**src/rtl/tcc_pkg.sv**
```systemverilog
// Shared constants for the dual-register timer channel: mode codes,
// register addresses and the PWM resolution table.
package tcc_pkg;
    localparam logic [3:0] MODE_DIS  = 4'b0000;
    localparam logic [3:0] MODE_PW   = 4'b0001;
    localparam logic [3:0] MODE_PER  = 4'b0010;
    localparam logic [3:0] MODE_IC   = 4'b0011;
    localparam logic [3:0] MODE_OCB  = 4'b0100;
    localparam logic [3:0] MODE_OCAB = 4'b0101;

    localparam logic [1:0] ADDR_CTL  = 2'd0;
    localparam logic [1:0] ADDR_A    = 2'd1;
    localparam logic [1:0] ADDR_B    = 2'd2;
    localparam logic [1:0] ADDR_STAT = 2'd3;

    // Resolution in bits for index 0..7: 7, 9, 11, 12, 13, 14, 15, 16.
    function automatic int res_bits(input logic [2:0] idx);
        int i;
        i = int'(idx);
        return (i < 3) ? (7 + 2 * i) : (9 + i);
    endfunction
endpackage

```
**src/rtl/tcc_bus_sel.sv**
```systemverilog
// Counter bus selector: picks one of NUM_BUSES counter buses and registers it.
// Assumes the buses are already synchronous to clk.
module tcc_bus_sel #(
    parameter int CNT_W     = 16,
    parameter int NUM_BUSES = 4,
    localparam int SEL_W    = (NUM_BUSES > 1) ? $clog2(NUM_BUSES) : 1
) (
    input  logic                       clk,
    input  logic                       rst_n,
    input  logic [NUM_BUSES*CNT_W-1:0] bus_i,
    input  logic [SEL_W-1:0]           sel_i,
    output logic [CNT_W-1:0]           cnt_o
);
    logic [CNT_W-1:0] lane [NUM_BUSES];

    for (genvar g = 0; g < NUM_BUSES; g++) begin : g_lane
        assign lane[g] = bus_i[g*CNT_W +: CNT_W];
    end

    // Register the selected bus value.
    always_ff @(posedge clk) begin
        if (!rst_n) cnt_o <= '0;
        else        cnt_o <= lane[sel_i];
    end
endmodule

```
**src/rtl/tcc_pin_sync.sv**
```systemverilog
// Pin synchronizer and edge detector. The pin passes through STAGES flops;
// an edge is an inequality between the last two synchronized samples.
// Assumes STAGES >= 2.
module tcc_pin_sync #(
    parameter int STAGES = 2
) (
    input  logic clk,
    input  logic rst_n,
    input  logic pin_i,
    input  logic fall_sel_i,
    output logic level_o,
    output logic sel_edge_o,
    output logic opp_edge_o
);
    logic [STAGES-1:0] sync_q;
    logic              prev_q;
    logic              rise, fall;

    // Shift the pin through the synchronizer chain.
    always_ff @(posedge clk) begin
        if (!rst_n) sync_q <= '0;
        else        sync_q <= {sync_q[STAGES-2:0], pin_i};
    end

    // Keep the previous synchronized sample for edge detection.
    always_ff @(posedge clk) begin
        if (!rst_n) prev_q <= 1'b0;
        else        prev_q <= sync_q[STAGES-1];
    end

    // Classify the edge by polarity.
    always_comb begin
        level_o    = sync_q[STAGES-1];
        rise       = level_o & ~prev_q;
        fall       = ~level_o & prev_q;
        sel_edge_o = fall_sel_i ? fall : rise;
        opp_edge_o = fall_sel_i ? rise : fall;
    end
endmodule

```
**src/rtl/tcc_capture.sv**
```systemverilog
// Capture engine for the three input modes. It outputs write strobes and
// values for A and B plus an event pulse. The top owns the registers.
// Assumes the edge inputs are single-cycle pulses.
module tcc_capture
    import tcc_pkg::*;
#(
    parameter int CNT_W = 16
) (
    input  logic             clk,
    input  logic             rst_n,
    input  logic [3:0]       mode_i,
    input  logic             sel_edge_i,
    input  logic             opp_edge_i,
    input  logic [CNT_W-1:0] cnt_i,
    output logic             a_we_o,
    output logic             b_we_o,
    output logic [CNT_W-1:0] a_val_o,
    output logic [CNT_W-1:0] b_val_o,
    output logic             evt_o
);
    logic [CNT_W-1:0] hold_q;
    logic             armed_q;

    // Track the first edge of a measurement and hold its counter value.
    always_ff @(posedge clk) begin
        if (!rst_n) begin
            hold_q  <= '0;
            armed_q <= 1'b0;
        end else begin
            case (mode_i)
                MODE_PW: begin
                    if (!armed_q && sel_edge_i) begin
                        hold_q  <= cnt_i;
                        armed_q <= 1'b1;
                    end else if (armed_q && opp_edge_i) begin
                        armed_q <= 1'b0;
                    end
                end
                MODE_PER: begin
                    if (sel_edge_i) begin
                        hold_q  <= cnt_i;
                        armed_q <= 1'b1;
                    end
                end
                default: armed_q <= 1'b0;
            endcase
        end
    end

    // Decide which registers a detected edge loads.
    always_comb begin
        a_we_o  = 1'b0;
        b_we_o  = 1'b0;
        a_val_o = hold_q;
        b_val_o = cnt_i;
        evt_o   = 1'b0;
        case (mode_i)
            MODE_PW: begin
                if (armed_q && opp_edge_i) begin
                    a_we_o = 1'b1;
                    b_we_o = 1'b1;
                    evt_o  = 1'b1;
                end
            end
            MODE_PER: begin
                if (armed_q && sel_edge_i) begin
                    a_we_o = 1'b1;
                    b_we_o = 1'b1;
                    evt_o  = 1'b1;
                end
            end
            MODE_IC: begin
                if (sel_edge_i) begin
                    b_we_o = 1'b1;
                    evt_o  = 1'b1;
                end
            end
            default: ;
        endcase
    end
endmodule

```
**src/rtl/tcc_compare.sv**
```systemverilog
// Compare and PWM engine. In the compare modes it matches the counter
// against A and B directly. In PWM it masks the counter to the selected
// resolution and uses copies of A and B that load at the period rollover.
// Assumes CNT_W >= 7.
module tcc_compare
    import tcc_pkg::*;
#(
    parameter int CNT_W = 16
) (
    input  logic             clk,
    input  logic             rst_n,
    input  logic [3:0]       mode_i,
    input  logic             res_hi_i,
    input  logic [CNT_W-1:0] cnt_i,
    input  logic [CNT_W-1:0] a_i,
    input  logic [CNT_W-1:0] b_i,
    output logic             pin_o,
    output logic             oe_o,
    output logic             evt_o
);
    logic             pwm, oc;
    logic [CNT_W-1:0] mask, cv, a_cmp, b_cmp;
    logic [CNT_W-1:0] a_act_q, b_act_q;
    logic             match_a, match_b, pin_q;
    int               bits;

    // Work out the mode class, the resolution mask and the match terms.
    always_comb begin
        pwm   = mode_i[3];
        oc    = (mode_i == MODE_OCB) || (mode_i == MODE_OCAB);
        oe_o  = pwm | oc;
        bits  = res_bits({res_hi_i, mode_i[1:0]});
        if (bits > CNT_W) bits = CNT_W;
        mask  = {CNT_W{1'b1}} >> (CNT_W - bits);
        cv    = pwm ? (cnt_i & mask) : cnt_i;
        a_cmp = pwm ? a_act_q : a_i;
        b_cmp = pwm ? b_act_q : b_i;
        match_a = oe_o && (cv == a_cmp);
        match_b = oe_o && (cv == b_cmp);
        evt_o   = match_b || ((mode_i == MODE_OCAB) && match_a);
        pin_o   = pin_q & oe_o;
    end

    // Load the active compare values at rollover in PWM, else track A and B.
    always_ff @(posedge clk) begin
        if (!rst_n) begin
            a_act_q <= '0;
            b_act_q <= '0;
        end else if (!pwm || (cv == mask)) begin
            a_act_q <= a_i;
            b_act_q <= b_i;
        end
    end

    // Drive the pin level from the matches, with B taking priority.
    always_ff @(posedge clk) begin
        if (!rst_n)       pin_q <= 1'b0;
        else if (!oe_o)   pin_q <= 1'b0;
        else if (match_b) pin_q <= 1'b0;
        else if (match_a) pin_q <= 1'b1;
    end
endmodule

```
**src/rtl/dual_reg_timer_chan.sv**
```systemverilog
// Top of the dual-register capture/compare timer channel. It owns the
// control, A, B and flag registers and the register port, and joins the
// bus selector, pin synchronizer, capture and compare engines.
// Assumes NUM_BUSES <= 4 (the select field is two bits wide) and CNT_W >= 8.
module dual_reg_timer_chan
    import tcc_pkg::*;
#(
    parameter int CNT_W       = 16,
    parameter int NUM_BUSES   = 4,
    parameter int SYNC_STAGES = 2,
    localparam int SEL_W      = (NUM_BUSES > 1) ? $clog2(NUM_BUSES) : 1
) (
    input  logic                       clk,
    input  logic                       rst_n,
    input  logic [NUM_BUSES*CNT_W-1:0] cnt_bus_i,
    input  logic                       pin_i,
    output logic                       pin_o,
    output logic                       pin_oe_o,
    input  logic                       wr_en_i,
    input  logic [1:0]                 wr_addr_i,
    input  logic [CNT_W-1:0]           wr_data_i,
    input  logic [1:0]                 rd_addr_i,
    output logic [CNT_W-1:0]           rd_data_o,
    output logic                       flag_o,
    output logic                       pin_status_o
);
    logic [7:0]       ctl_q;
    logic [CNT_W-1:0] a_q, b_q, cnt;
    logic             flag_q;
    logic [3:0]       mode;
    logic             sel_edge, opp_edge;
    logic             cap_a_we, cap_b_we, cap_evt, cmp_evt;
    logic [CNT_W-1:0] cap_a_val, cap_b_val;
    logic             wr_ctl, wr_a, wr_b, wr_clr;

    // Decode register writes and the control fields.
    always_comb begin
        mode   = ctl_q[3:0];
        wr_ctl = wr_en_i && (wr_addr_i == ADDR_CTL);
        wr_a   = wr_en_i && (wr_addr_i == ADDR_A);
        wr_b   = wr_en_i && (wr_addr_i == ADDR_B);
        wr_clr = wr_en_i && (wr_addr_i == ADDR_STAT) && wr_data_i[0];
    end

    tcc_bus_sel #(.CNT_W(CNT_W), .NUM_BUSES(NUM_BUSES)) u_bus_sel (
        .clk   (clk),
        .rst_n (rst_n),
        .bus_i (cnt_bus_i),
        .sel_i (ctl_q[4 +: SEL_W]),
        .cnt_o (cnt)
    );

    tcc_pin_sync #(.STAGES(SYNC_STAGES)) u_pin_sync (
        .clk        (clk),
        .rst_n      (rst_n),
        .pin_i      (pin_i),
        .fall_sel_i (ctl_q[6]),
        .level_o    (pin_status_o),
        .sel_edge_o (sel_edge),
        .opp_edge_o (opp_edge)
    );

    tcc_capture #(.CNT_W(CNT_W)) u_capture (
        .clk        (clk),
        .rst_n      (rst_n),
        .mode_i     (mode),
        .sel_edge_i (sel_edge),
        .opp_edge_i (opp_edge),
        .cnt_i      (cnt),
        .a_we_o     (cap_a_we),
        .b_we_o     (cap_b_we),
        .a_val_o    (cap_a_val),
        .b_val_o    (cap_b_val),
        .evt_o      (cap_evt)
    );

    tcc_compare #(.CNT_W(CNT_W)) u_compare (
        .clk      (clk),
        .rst_n    (rst_n),
        .mode_i   (mode),
        .res_hi_i (ctl_q[7]),
        .cnt_i    (cnt),
        .a_i      (a_q),
        .b_i      (b_q),
        .pin_o    (pin_o),
        .oe_o     (pin_oe_o),
        .evt_o    (cmp_evt)
    );

    // Control register: software write only.
    always_ff @(posedge clk) begin
        if (!rst_n)      ctl_q <= '0;
        else if (wr_ctl) ctl_q <= wr_data_i[7:0];
    end

    // Register A: a capture overrides a software write in the same cycle.
    always_ff @(posedge clk) begin
        if (!rst_n)        a_q <= '0;
        else if (cap_a_we) a_q <= cap_a_val;
        else if (wr_a)     a_q <= wr_data_i;
    end

    // Register B: a capture overrides a software write in the same cycle.
    always_ff @(posedge clk) begin
        if (!rst_n)        b_q <= '0;
        else if (cap_b_we) b_q <= cap_b_val;
        else if (wr_b)     b_q <= wr_data_i;
    end

    // Sticky flag: set by events, cleared by W1C or by selecting disabled mode.
    always_ff @(posedge clk) begin
        if (!rst_n)                                  flag_q <= 1'b0;
        else if (wr_ctl && wr_data_i[3:0] == MODE_DIS) flag_q <= 1'b0;
        else if (cap_evt || cmp_evt)                 flag_q <= 1'b1;
        else if (wr_clr)                             flag_q <= 1'b0;
    end

    assign flag_o = flag_q;

    // Read multiplexer.
    always_comb begin
        rd_data_o = '0;
        case (rd_addr_i)
            ADDR_CTL:  rd_data_o[7:0] = ctl_q;
            ADDR_A:    rd_data_o      = a_q;
            ADDR_B:    rd_data_o      = b_q;
            default:   rd_data_o[1:0] = {pin_status_o, flag_q};
        endcase
    end
endmodule

```
**config.mk**
```make
export PLATFORM = sky130hd
export DESIGN_NAME = dual_reg_timer_chan
export DESIGN_NICKNAME = d
export VERILOG_FILES = /design/src/rtl/tcc_pkg.sv /design/src/rtl/tcc_bus_sel.sv /design/src/rtl/tcc_pin_sync.sv /design/src/rtl/tcc_capture.sv /design/src/rtl/tcc_compare.sv /design/src/rtl/dual_reg_timer_chan.sv
export SDC_FILE = /design/constraint.sdc
export NUM_CORES = 1
export LEC_CHECK = 0
export BUFFER_PORTS_ARGS = -buffer_cell sky130_fd_sc_hd__buf_2
export CORE_MARGIN = 8
export CORE_UTILIZATION = 60
export CTS_CLUSTER_SIZE = 10
export DETAILED_ROUTE_END_ITERATION = 8
export PLACE_DENSITY = 0.84
export SYNTH_ARGS = -nofsm -noshare
export SYNTH_HDL_FRONTEND = slang
export SYNTH_SLANG_ARGS = --single-unit
export TNS_END_PERCENT = 10
```
**constraint.sdc**
```tcl
create_clock -name clk -period 9 [get_ports clk]
set_clock_uncertainty 0.1 [all_clocks]
set_input_delay 0.45 -clock clk [delete_from_list [all_inputs] [get_ports clk]]
set_output_delay 0.45 -clock clk [all_outputs]
set_load 0.01 [all_outputs]
```
==> results of run 1 <==
worst max-delay path, stage by stage (launching register included):
cell      delay [ps]
dfxtp_1          670
ha_1             380
ha_1             350
and4b_1          300
nand3_1          220
and2_1           330
or3_4            400
nor2b_4          140
a2111o_1         440
o41ai_4          380
buf_4            510
nand3_2          150
o21ai_2          110
state kept, by name, indices dropped and copies added (netlist names):
name               flops
u_bus_sel.cnt_o       16
a_q                   16
u_pin_sync.sync_q      2
u_compare.pin_q        1
u_capture.a_val_o     16
u_capture.armed_q      1
ctl_q                  8
b_q                   16
u_compare.b_act_q     16
u_pin_sync.prev_q      1
u_compare.a_act_q     16
flag_o                 1
where the power goes:
group / internal [W] / switching (W)
Sequential: 0.000502 / 0.0000305
Clock: 0.000203 / 0.000200
Combinational: 0.0000800 / 0.0000963
Total: 0.000785 / 0.000327
per-stage QoR:
stage	util	setup slack [ps]	instances
2_1_floorplan	-	5010	790
3_3_place_gp	0.643	4600	986
3_5_place_dp	0.643	4510	986
4_1_cts	0.669	4440	1002
5_1_grt	0.669	4100	1002
6_report	0.669	4430	1002
final timing paths:
check | startpoint | slack, ps | to | cells past startpoint
max | ctl_q[0] | 4430 | u_compare.a_act_q[13] | 12
min | pin_i | 200 | u_pin_sync.sync_q[0] | 2
max reg2reg | ctl_q[0] | 4430 | u_compare.a_act_q[13] | 12
min reg2reg | u_pin_sync.sync_q[0] | 340 | u_pin_sync.sync_q[1] | 1
metal layers:
metal  routed length [µm]  up-vias  global-route usage  share of wire
met1                 8400     3085               0.329           0.40
met5                    0        -                   0              0
met4                  580        0               0.105          0.028
li1                     -     2989                   -              -
met3                 1920       41              0.0450          0.092
met2                10000      341               0.430           0.48
area by class of cell:
class | count | area (µm²) | share of cell area
Sequential cell | 110 | 2200 | 0.279
Multi-Input combinational cell | 589 | 4520 | 0.572
Clock inverter | 6 | 62.6 | 0.00792
Timing Repair Buffer | 115 | 598 | 0.0757
Inverter | 25 | 93.8 | 0.0119
Clock buffer | 10 | 239 | 0.0302
Tap cell | 147 | 184 | 0.0233
synth_stat cells (all sizes together) (6+ instances only):
cell	number
nor2	28
ha	10
a211oi	8
o211a	33
buf	21
nand4	6
a22oi	11
xnor2	30
nand2	95
mux2i	52
dfxtp	110
clkbuf	45
inv	25
nor2b	35
a31oi	6
and2	22
o21ai	48
a222oi	9
nor3	6
a21oi	28
mux4	16
xor2	15
nand3	44
nor4	6
cell families after synthesis:
logic type	Yosys count	synth area share
xor+xnor	45	0.0553
mux	68	0.124
fa+ha+maj	10	0.0175
simple gates	274	0.217
buf+inv	91	0.0591
flops	110	0.309
compound gates	192	0.218
==> impl_metrics.py, run 1 <==
metrics = {
    "run_status": {
        "outcome": "finished clean",
    },
    "clocking": {
        "root_buffer": "clkbuf_16",
        "clk_latency_ps": 360,
        "cts.sinks": 110,
        "cts_buffers": 9,
        "cts_max_level": 3,
        "cts_hold_buf": 0,
        "cts_buffer_depth": 2,
        "cts_tree": "yes",
        "cts_resized": 0,
        "clk_pin_slew_ps": 80,
        "post-cts-setup-buffers": 0,
    },
    "grt": {
        "grt_max_degree": 85,
        "antenna_found_initial": 0,
        "grt_usage": 0.260,
        "grt.overflow.total": 0,
        "grt_pass1_vias": 6268,
        "grt_pass1_wl_mm": 33.0,
    },
    "layout": {
        "final_common_cell": "dfxtp_1",
        "fill_cells": 952,
        "final_cell_area_um2": 7900,
        "drive_above_1_share": 0.260,
        "nNetsFinal": 948,
        "area_growth_pct": 10.8,
        "diodes": 0,
        "most-common-layout-cells": "dfxtp_1, buf_2, nand2_1",
    },
    "synthesis": {
        "netlist.area_leader.share": 0.309,
        "seq_area_frac_synth": 0.309,
        "syn_area_per_cell_um2": 9.03,
        "synthCells": 790,
        "netlist_area_um2": 7130,
        "yosysWarningCount": 0,
        "yosys_most_used_dff": "dfxtp_1",
        "synth_edf_count": 0,
        "ys_ff_latch": 110,
        "yosys.area.top_type": "dfxtp_1",
        "synth_area_leaders": "dfxtp_1, mux2i_1, mux4_2, nand2_1, o211a_1",
        "syn_nets": 888,
        "async_reset_ff_frac": 0,
        "synth.distinct_cells": 74,
    },
    "sta": {
        "rsz0062_at_grt": "no",
        "relSlewSlack": 0.198,
        "setup_viol": 0,
        "tns_ps": 0,
        "fmax_mhz": 219,
        "hold_viol": 0,
        "fin_crit_ps": 4570,
        "worstMarginPinSlew_ps": 1200,
        "timing.hold.ws_ps": 201,
        "report.final.slew_viol_count": 0,
        "finalCritPeriodShare": 0.508,
    },
    "critical_path": {
        "required_ps": 9190,
        "worst_setup_path_end_kind": "flop",
        "cp.arrival_ps": 4760,
        "crit_fanout": 32,
        "cp-start-kind": "flop",
        "crit_type": "flop to flop",
    },
    "detailed_routing": {
        "drt_first_pass_iters": 6,
        "wl_mm": 20.9,
        "drc": 0,
        "drtAntennaViolNets": 0,
        "avgViaCountPerCell": 6.44,
        "vias": 6456,
        "drt_iter0_markers": 747,
        "drt-wirelength-per-cell_um": 20.9,
    },
    "placed_design": {
        "gp_congestion": 1.01,
        "dp_hpwl_mm": 15.7,
        "portBuffers": 107,
        "post_dp_cell_area_um2": 7600,
    },
    "die": {
        "chipWidth_um": 125,
        "die-area_um2": 15600,
        "rows": 40,
        "start_util": 0.604,
        "io_pins": 108,
        "chipHeight_um": 125,
        "core-area_um2": 11800,
    },
    "power": {
        "ir_drop_uv": 86.7,
        "powerDensity_nw_per_um2": 141,
        "total_power_w": 0.00111,
        "p_leak_nw": 3.58,
    },
    "flow_run": {
        "maxCapViolations": 0,
    },
    "worst_hold_path": {
        "hold_path.class": "primary input to flop",
    },
}
(Power assumes the default switching activity.)
==> inputs of run 2 (changes only) <==
CORE_UTILIZATION = 52   (was 60)
PLACE_DENSITY = 0.78   (was 0.84)
clock period = 3.9 ns   (was 9 ns; I/O delays follow)
==> impl_metrics.py, run 2 (same netlist as run 1, synthesis figures left out) <==
metrics = {
    "critical_path": {
        "cpMaxStageDelayCell": "a2111o_1",
        "crit_type": "flop to flop",
        "crit_fanout": 18,
        "critPathLaunch": "ctl_q[0]",
        "cp-start-kind": "flop",
        "slowest_delay_ps": 380,
        "crit_family": "compound AO/OA/AOI/OAI gates",
        "path_buf_inv": 2,
        "r2r_start": "ctl_q[0]",
        "required_ps": 4080,
        "path_cells": "ha_1 -> ha_2 -> and4b_1 -> nand3_1 -> nand2_1 -> o211ai_1 -> o2bb2ai_1 -> a2111o_1 -> o41ai_4 -> buf_6 -> clkbuf_16 -> nand3_2 -> o21ai_2",
        "cp.arrival_ps": 3980,
        "worst_setup_path_end_kind": "flop",
    },
    "worst_hold_path": {
        "hold_start": "wr_data_i[3]",
        "hold_path.class": "primary input to flop",
    },
    "clocking": {
        "clk_latency_ps": 350,
        "cts.sinks": 110,
        "cts_tree": "yes",
        "cts_buffer_depth": 2,
        "cts_max_level": 3,
        "root_buffer": "clkbuf_16",
        "clk_pin_slew_ps": 80,
        "cts_buffers": 9,
    },
    "grt": {
        "grt_max_degree": 85,
        "grt.overflow.total": 0,
        "grt_pass1_vias": 6505,
        "grt_usage": 0.230,
        "grt_pass1_wl_mm": 33.2,
        "antenna_found_initial": 0,
    },
    "detailed_routing": {
        "drc": 0,
        "drtAntennaViolNets": 0,
        "vias": 6485,
        "wl_mm": 21.2,
        "avgViaCountPerCell": 6.16,
        "drt-wirelength-per-cell_um": 20.1,
        "drt_first_pass_iters": 6,
        "drt_iter0_markers": 732,
    },
    "run_status": {
        "outcome": "finished clean",
    },
    "power": {
        "p_leak_nw": 3.70,
        "ir_drop_uv": 236,
        "total_power_w": 0.00257,
        "powerDensity_nw_per_um2": 314,
    },
    "sta": {
        "fin_crit_ps": 3800,
        "report.final.slew_viol_count": 0,
        "finalCritPeriodShare": 0.975,
        "setup_viol": 0,
        "worstMarginPinSlew_ps": 1080,
        "fin_ws_ps": 95.6,
        "fmax_mhz": 263,
        "relSlewSlack": 0.279,
        "rsz0062_at_grt": "no",
        "tns_ps": 0,
        "hold_viol": 0,
    },
    "layout": {
        "drive_above_1_share": 0.285,
        "fill_cells": 1092,
        "final_common_cell": "dfxtp_1",
        "diodes": 0,
        "most-common-layout-cells": "dfxtp_1, buf_2, nand2_1",
        "area_growth_pct": 14.8,
        "nNetsFinal": 969,
    },
    "die": {
        "chipWidth_um": 133,
        "rows": 42,
        "io_pins": 108,
        "chipHeight_um": 133,
        "start_util": 0.536,
        "die-area_um2": 17700,
        "core-area_um2": 13300,
    },
    "placed_design": {
        "dp_slack_ps": -48.5,
        "dp_hpwl_mm": 15.4,
        "portBuffers": 107,
        "gp_congestion": 0.961,
    },
    "flow_run": {
        "maxCapViolations": 0,
    },
}
==> run 2: per-layer routing <==
layer	part of all wire	global-route usage	up-vias
li1	-	-	3025
met1	0.42	0.282	3100
met5	0	0	-
met4	0.028	0.0805	0
met3	0.084	0.0586	45
met2	0.47	0.385	315
==> run 2: where the power goes <==
group	internal (W)	total [W]	switching, W
clock	0.000452	0.000915	0.000463
sequential	0.00116	0.00123	0.0000682
combinational	0.000200	0.000430	0.000230
==> run 2: timing repair <==
item,in CTS,in global routing
gates resized for setup,2,11
endpoints found under the hold margin,1,0
endpoints found under the setup margin,20,34
hold buffers,1,0
pin swaps,0,2
buffers inserted,0,3
cloned,0,2
==> run 2: area by class of cell <==
type	count	area, µm²	area share
multi-input cells	589	4560	0.557
repair buffers	136	813	0.0993
flip-flops and latches	110	2200	0.269
clock buffers	10	229	0.0280
inverters	25	93.8	0.0115
clock inverters	6	66.3	0.00810
well taps	176	220	0.0269
==> run 2: worst paths after layout <==
| path | end | slack (ps) | cells after the start |
|---|---|---|---|
| max | u_compare.a_act_q[14] | 100 | 13 |
| min | ctl_q[3] | 50 | 3 |
| max reg2reg | u_compare.a_act_q[14] | 100 | 13 |
| min reg2reg | u_pin_sync.sync_q[1] | 340 | 1 |
==> run 2: worst reg2reg max path, stage by stage, from the launching register on <==
cell	delay, ps
dfxtp_2	360
ha_1	220
ha_2	330
and4b_1	300
nand3_1	240
nand2_1	350
o211ai_1	280
o2bb2ai_1	190
a2111o_1	380
o41ai_4	380
buf_6	190
clkbuf_16	210
nand3_2	110
o21ai_2	90
==> run 2: through the flow <==
stage | cell area [µm²] | utilization | instances | hold slack [ps]
after floorplan | 7130 | - | 790 | 222
after global placement | 7770 | 0.585 | 1030 | 310
after detailed placement | 7770 | 0.585 | 1030 | 312
after CTS | 8090 | 0.608 | 1047 | 52.2
after global routing | 8190 | 0.616 | 1052 | 67.9
final | 8190 | 0.616 | 1052 | 49.3
==> inputs of run 3 (changes only) <==
--- a/config.mk
+++ b/config.mk
@@ -13,2 +13,3 @@
 export PLACE_DENSITY = 0.78
+export RECOVER_POWER = 100
 export SYNTH_ARGS = -nofsm -noshare
==> constraint.sdc (replaced) <==
create_clock -name clk -period 3.9 [get_ports clk]
set_clock_uncertainty 0.1 [all_clocks]
set_input_delay 0.39 -clock clk [delete_from_list [all_inputs] [get_ports clk]]
set_output_delay 0.39 -clock clk [all_outputs]
set_load 0.01 [all_outputs]
==> impl_metrics.py, run 3 (same netlist as run 1, synthesis figures left out) <==
metrics = {
    "run_status": {
        "outcome": "complete, but fails checks",
        "violations": "capacitance limit, slew limit",
    },
    "critical_path": {
        "worst_setup_path_end_kind": "flop",
        "cp.arrival_ps": 3950,
        "required_ps": 4080,
        "crit_fanout": 18,
        "crit_type": "flop to flop",
        "cp-start-kind": "flop",
    },
    "layout": {
        "diodes": 0,
        "finish.utilization": 0.613,
        "most-common-layout-cells": "dfxtp_1, nand2_1, buf_2",
        "nNetsFinal": 968,
        "area_growth_pct": 14.2,
        "drive_above_1_share": 0.260,
        "final_cell_area_um2": 8140,
        "fill_cells": 1129,
        "final_common_cell": "dfxtp_1",
    },
    "sta": {
        "fmax_mhz": 265,
        "fin_crit_ps": 3770,
        "timing.hold.ws_ps": 139,
        "relSlewSlack": -0.0412,
        "report.final.slew_viol_count": 93,
        "tns_ps": 0,
        "finalCritPeriodShare": 0.966,
        "hold_viol": 0,
        "worstMarginPinSlew_ps": 1560,
        "setup_viol": 0,
    },
    "clocking": {
        "clk_latency_ps": 360,
        "cts.sinks": 110,
        "cts_max_level": 3,
        "cts_buffers": 9,
        "cts_buffer_depth": 2,
        "cts_hold_buf": 0,
        "root_buffer": "clkbuf_16",
        "clk_pin_slew_ps": 80,
        "cts_tree": "yes",
    },
    "grt": {
        "grt_usage": 0.228,
        "grt_max_degree": 83,
        "grt.overflow.total": 0,
        "grt_pass1_wl_mm": 32.9,
        "grt_pass1_vias": 6277,
        "antenna_found_initial": 0,
    },
    "detailed_routing": {
        "drt_first_pass_iters": 7,
        "drt_iter0_markers": 739,
        "wl_mm": 21.0,
        "drc": 0,
        "drt-wirelength-per-cell_um": 20.0,
        "drtAntennaViolNets": 0,
        "avgViaCountPerCell": 6.18,
        "vias": 6489,
    },
    "power": {
        "ir_drop_uv": 196,
        "powerDensity_nw_per_um2": 318,
        "p_leak_nw": 3.59,
    },
    "die": {
        "rows": 42,
        "chipWidth_um": 133,
        "start_util": 0.536,
        "io_pins": 108,
        "die-area_um2": 17700,
        "chipHeight_um": 133,
        "core-area_um2": 13300,
    },
    "placed_design": {
        "portBuffers": 107,
        "gp_congestion": 0.962,
        "dp_hpwl_mm": 15.3,
        "post_dp_cell_area_um2": 7780,
    },
    "worst_hold_path": {
        "hold_path.class": "primary input to flop",
    },
    "flow_run": {
        "maxCapViolations": 3,
    },
}
## run 3: cell types whose count changed in the layout (fill, tap and decap cells not counted), moves of 2 or more
cell      previous run  this run
buf_4               24        19
clkinv_8             2         0
buf_2              106        86
clkbuf_1             1        25
and2_0               0         4
and2_1              22        18
## run 3: area by class of cell
| class | instances | area [µm²] | area share |
|---|---|---|---|
| clock buffer | 9 | 225 | 0.0277 |
| tap | 176 | 220 | 0.0270 |
| timing repair buffer | 135 | 763 | 0.0937 |
| sequential | 110 | 2200 | 0.271 |
| inverter | 25 | 93.8 | 0.0115 |
| clock inverter | 6 | 70.1 | 0.00860 |
| multi-input combinational | 589 | 4570 | 0.561 |
## run 3: per-stage QoR
step                      total power (W)  worst slack, ps  instances
after floorplan                   0.00151             20.2        790
after global placement            0.00165             38.1       1031
after detailed placement          0.00166            -67.3       1031
after CTS                         0.00258            0.400       1046
after global routing              0.00267            -9.75       1050
final                             0.00259              132       1050
## run 3: where the power goes
group	internal [W]	switching, W
registers	0.00116	0.0000679
clock network	0.000501	0.000442
logic	0.000196	0.000229
## run 3: layer usage
metal  vias up  wire, µm  track usage
met4         0       548       0.0780
met5         -         0            0
met3        46      1830       0.0519
met2       348      9850        0.374
met1      3072      8780        0.289
li1       3023         -            -
## run 3: critical path: stages, from the launching register on
cell       delay [ps]
dfxtp_2           350
ha_1              220
ha_2              320
nor2b_1           180
a211o_2           400
a21oi_4           250
o21ai_1           120
a22o_1            250
a2111o_1          450
o41ai_4           460
buf_6             200
clkbuf_16         210
nand3_2            90
o21ai_2            90
## run 3: path summary, 6_finish.rpt
path | startpoint | to | slack (ps) | cells after the start
worst min-delay path | pin_i | u_pin_sync.sync_q[0] | 140 | 2
worst max-delay path | ctl_q[0] | u_compare.b_act_q[8] | 130 | 13
worst max register to register | ctl_q[0] | u_compare.b_act_q[8] | 130 | 13
worst min register to register | u_pin_sync.sync_q[0] | u_pin_sync.sync_q[1] | 340 | 1
## run 3: repair_timing
item	CTS	global route
gates cloned	0	2
gates resized for setup	3	15
pin swaps	0	6
buffers inserted	0	2
setup endpoints to repair	1	34
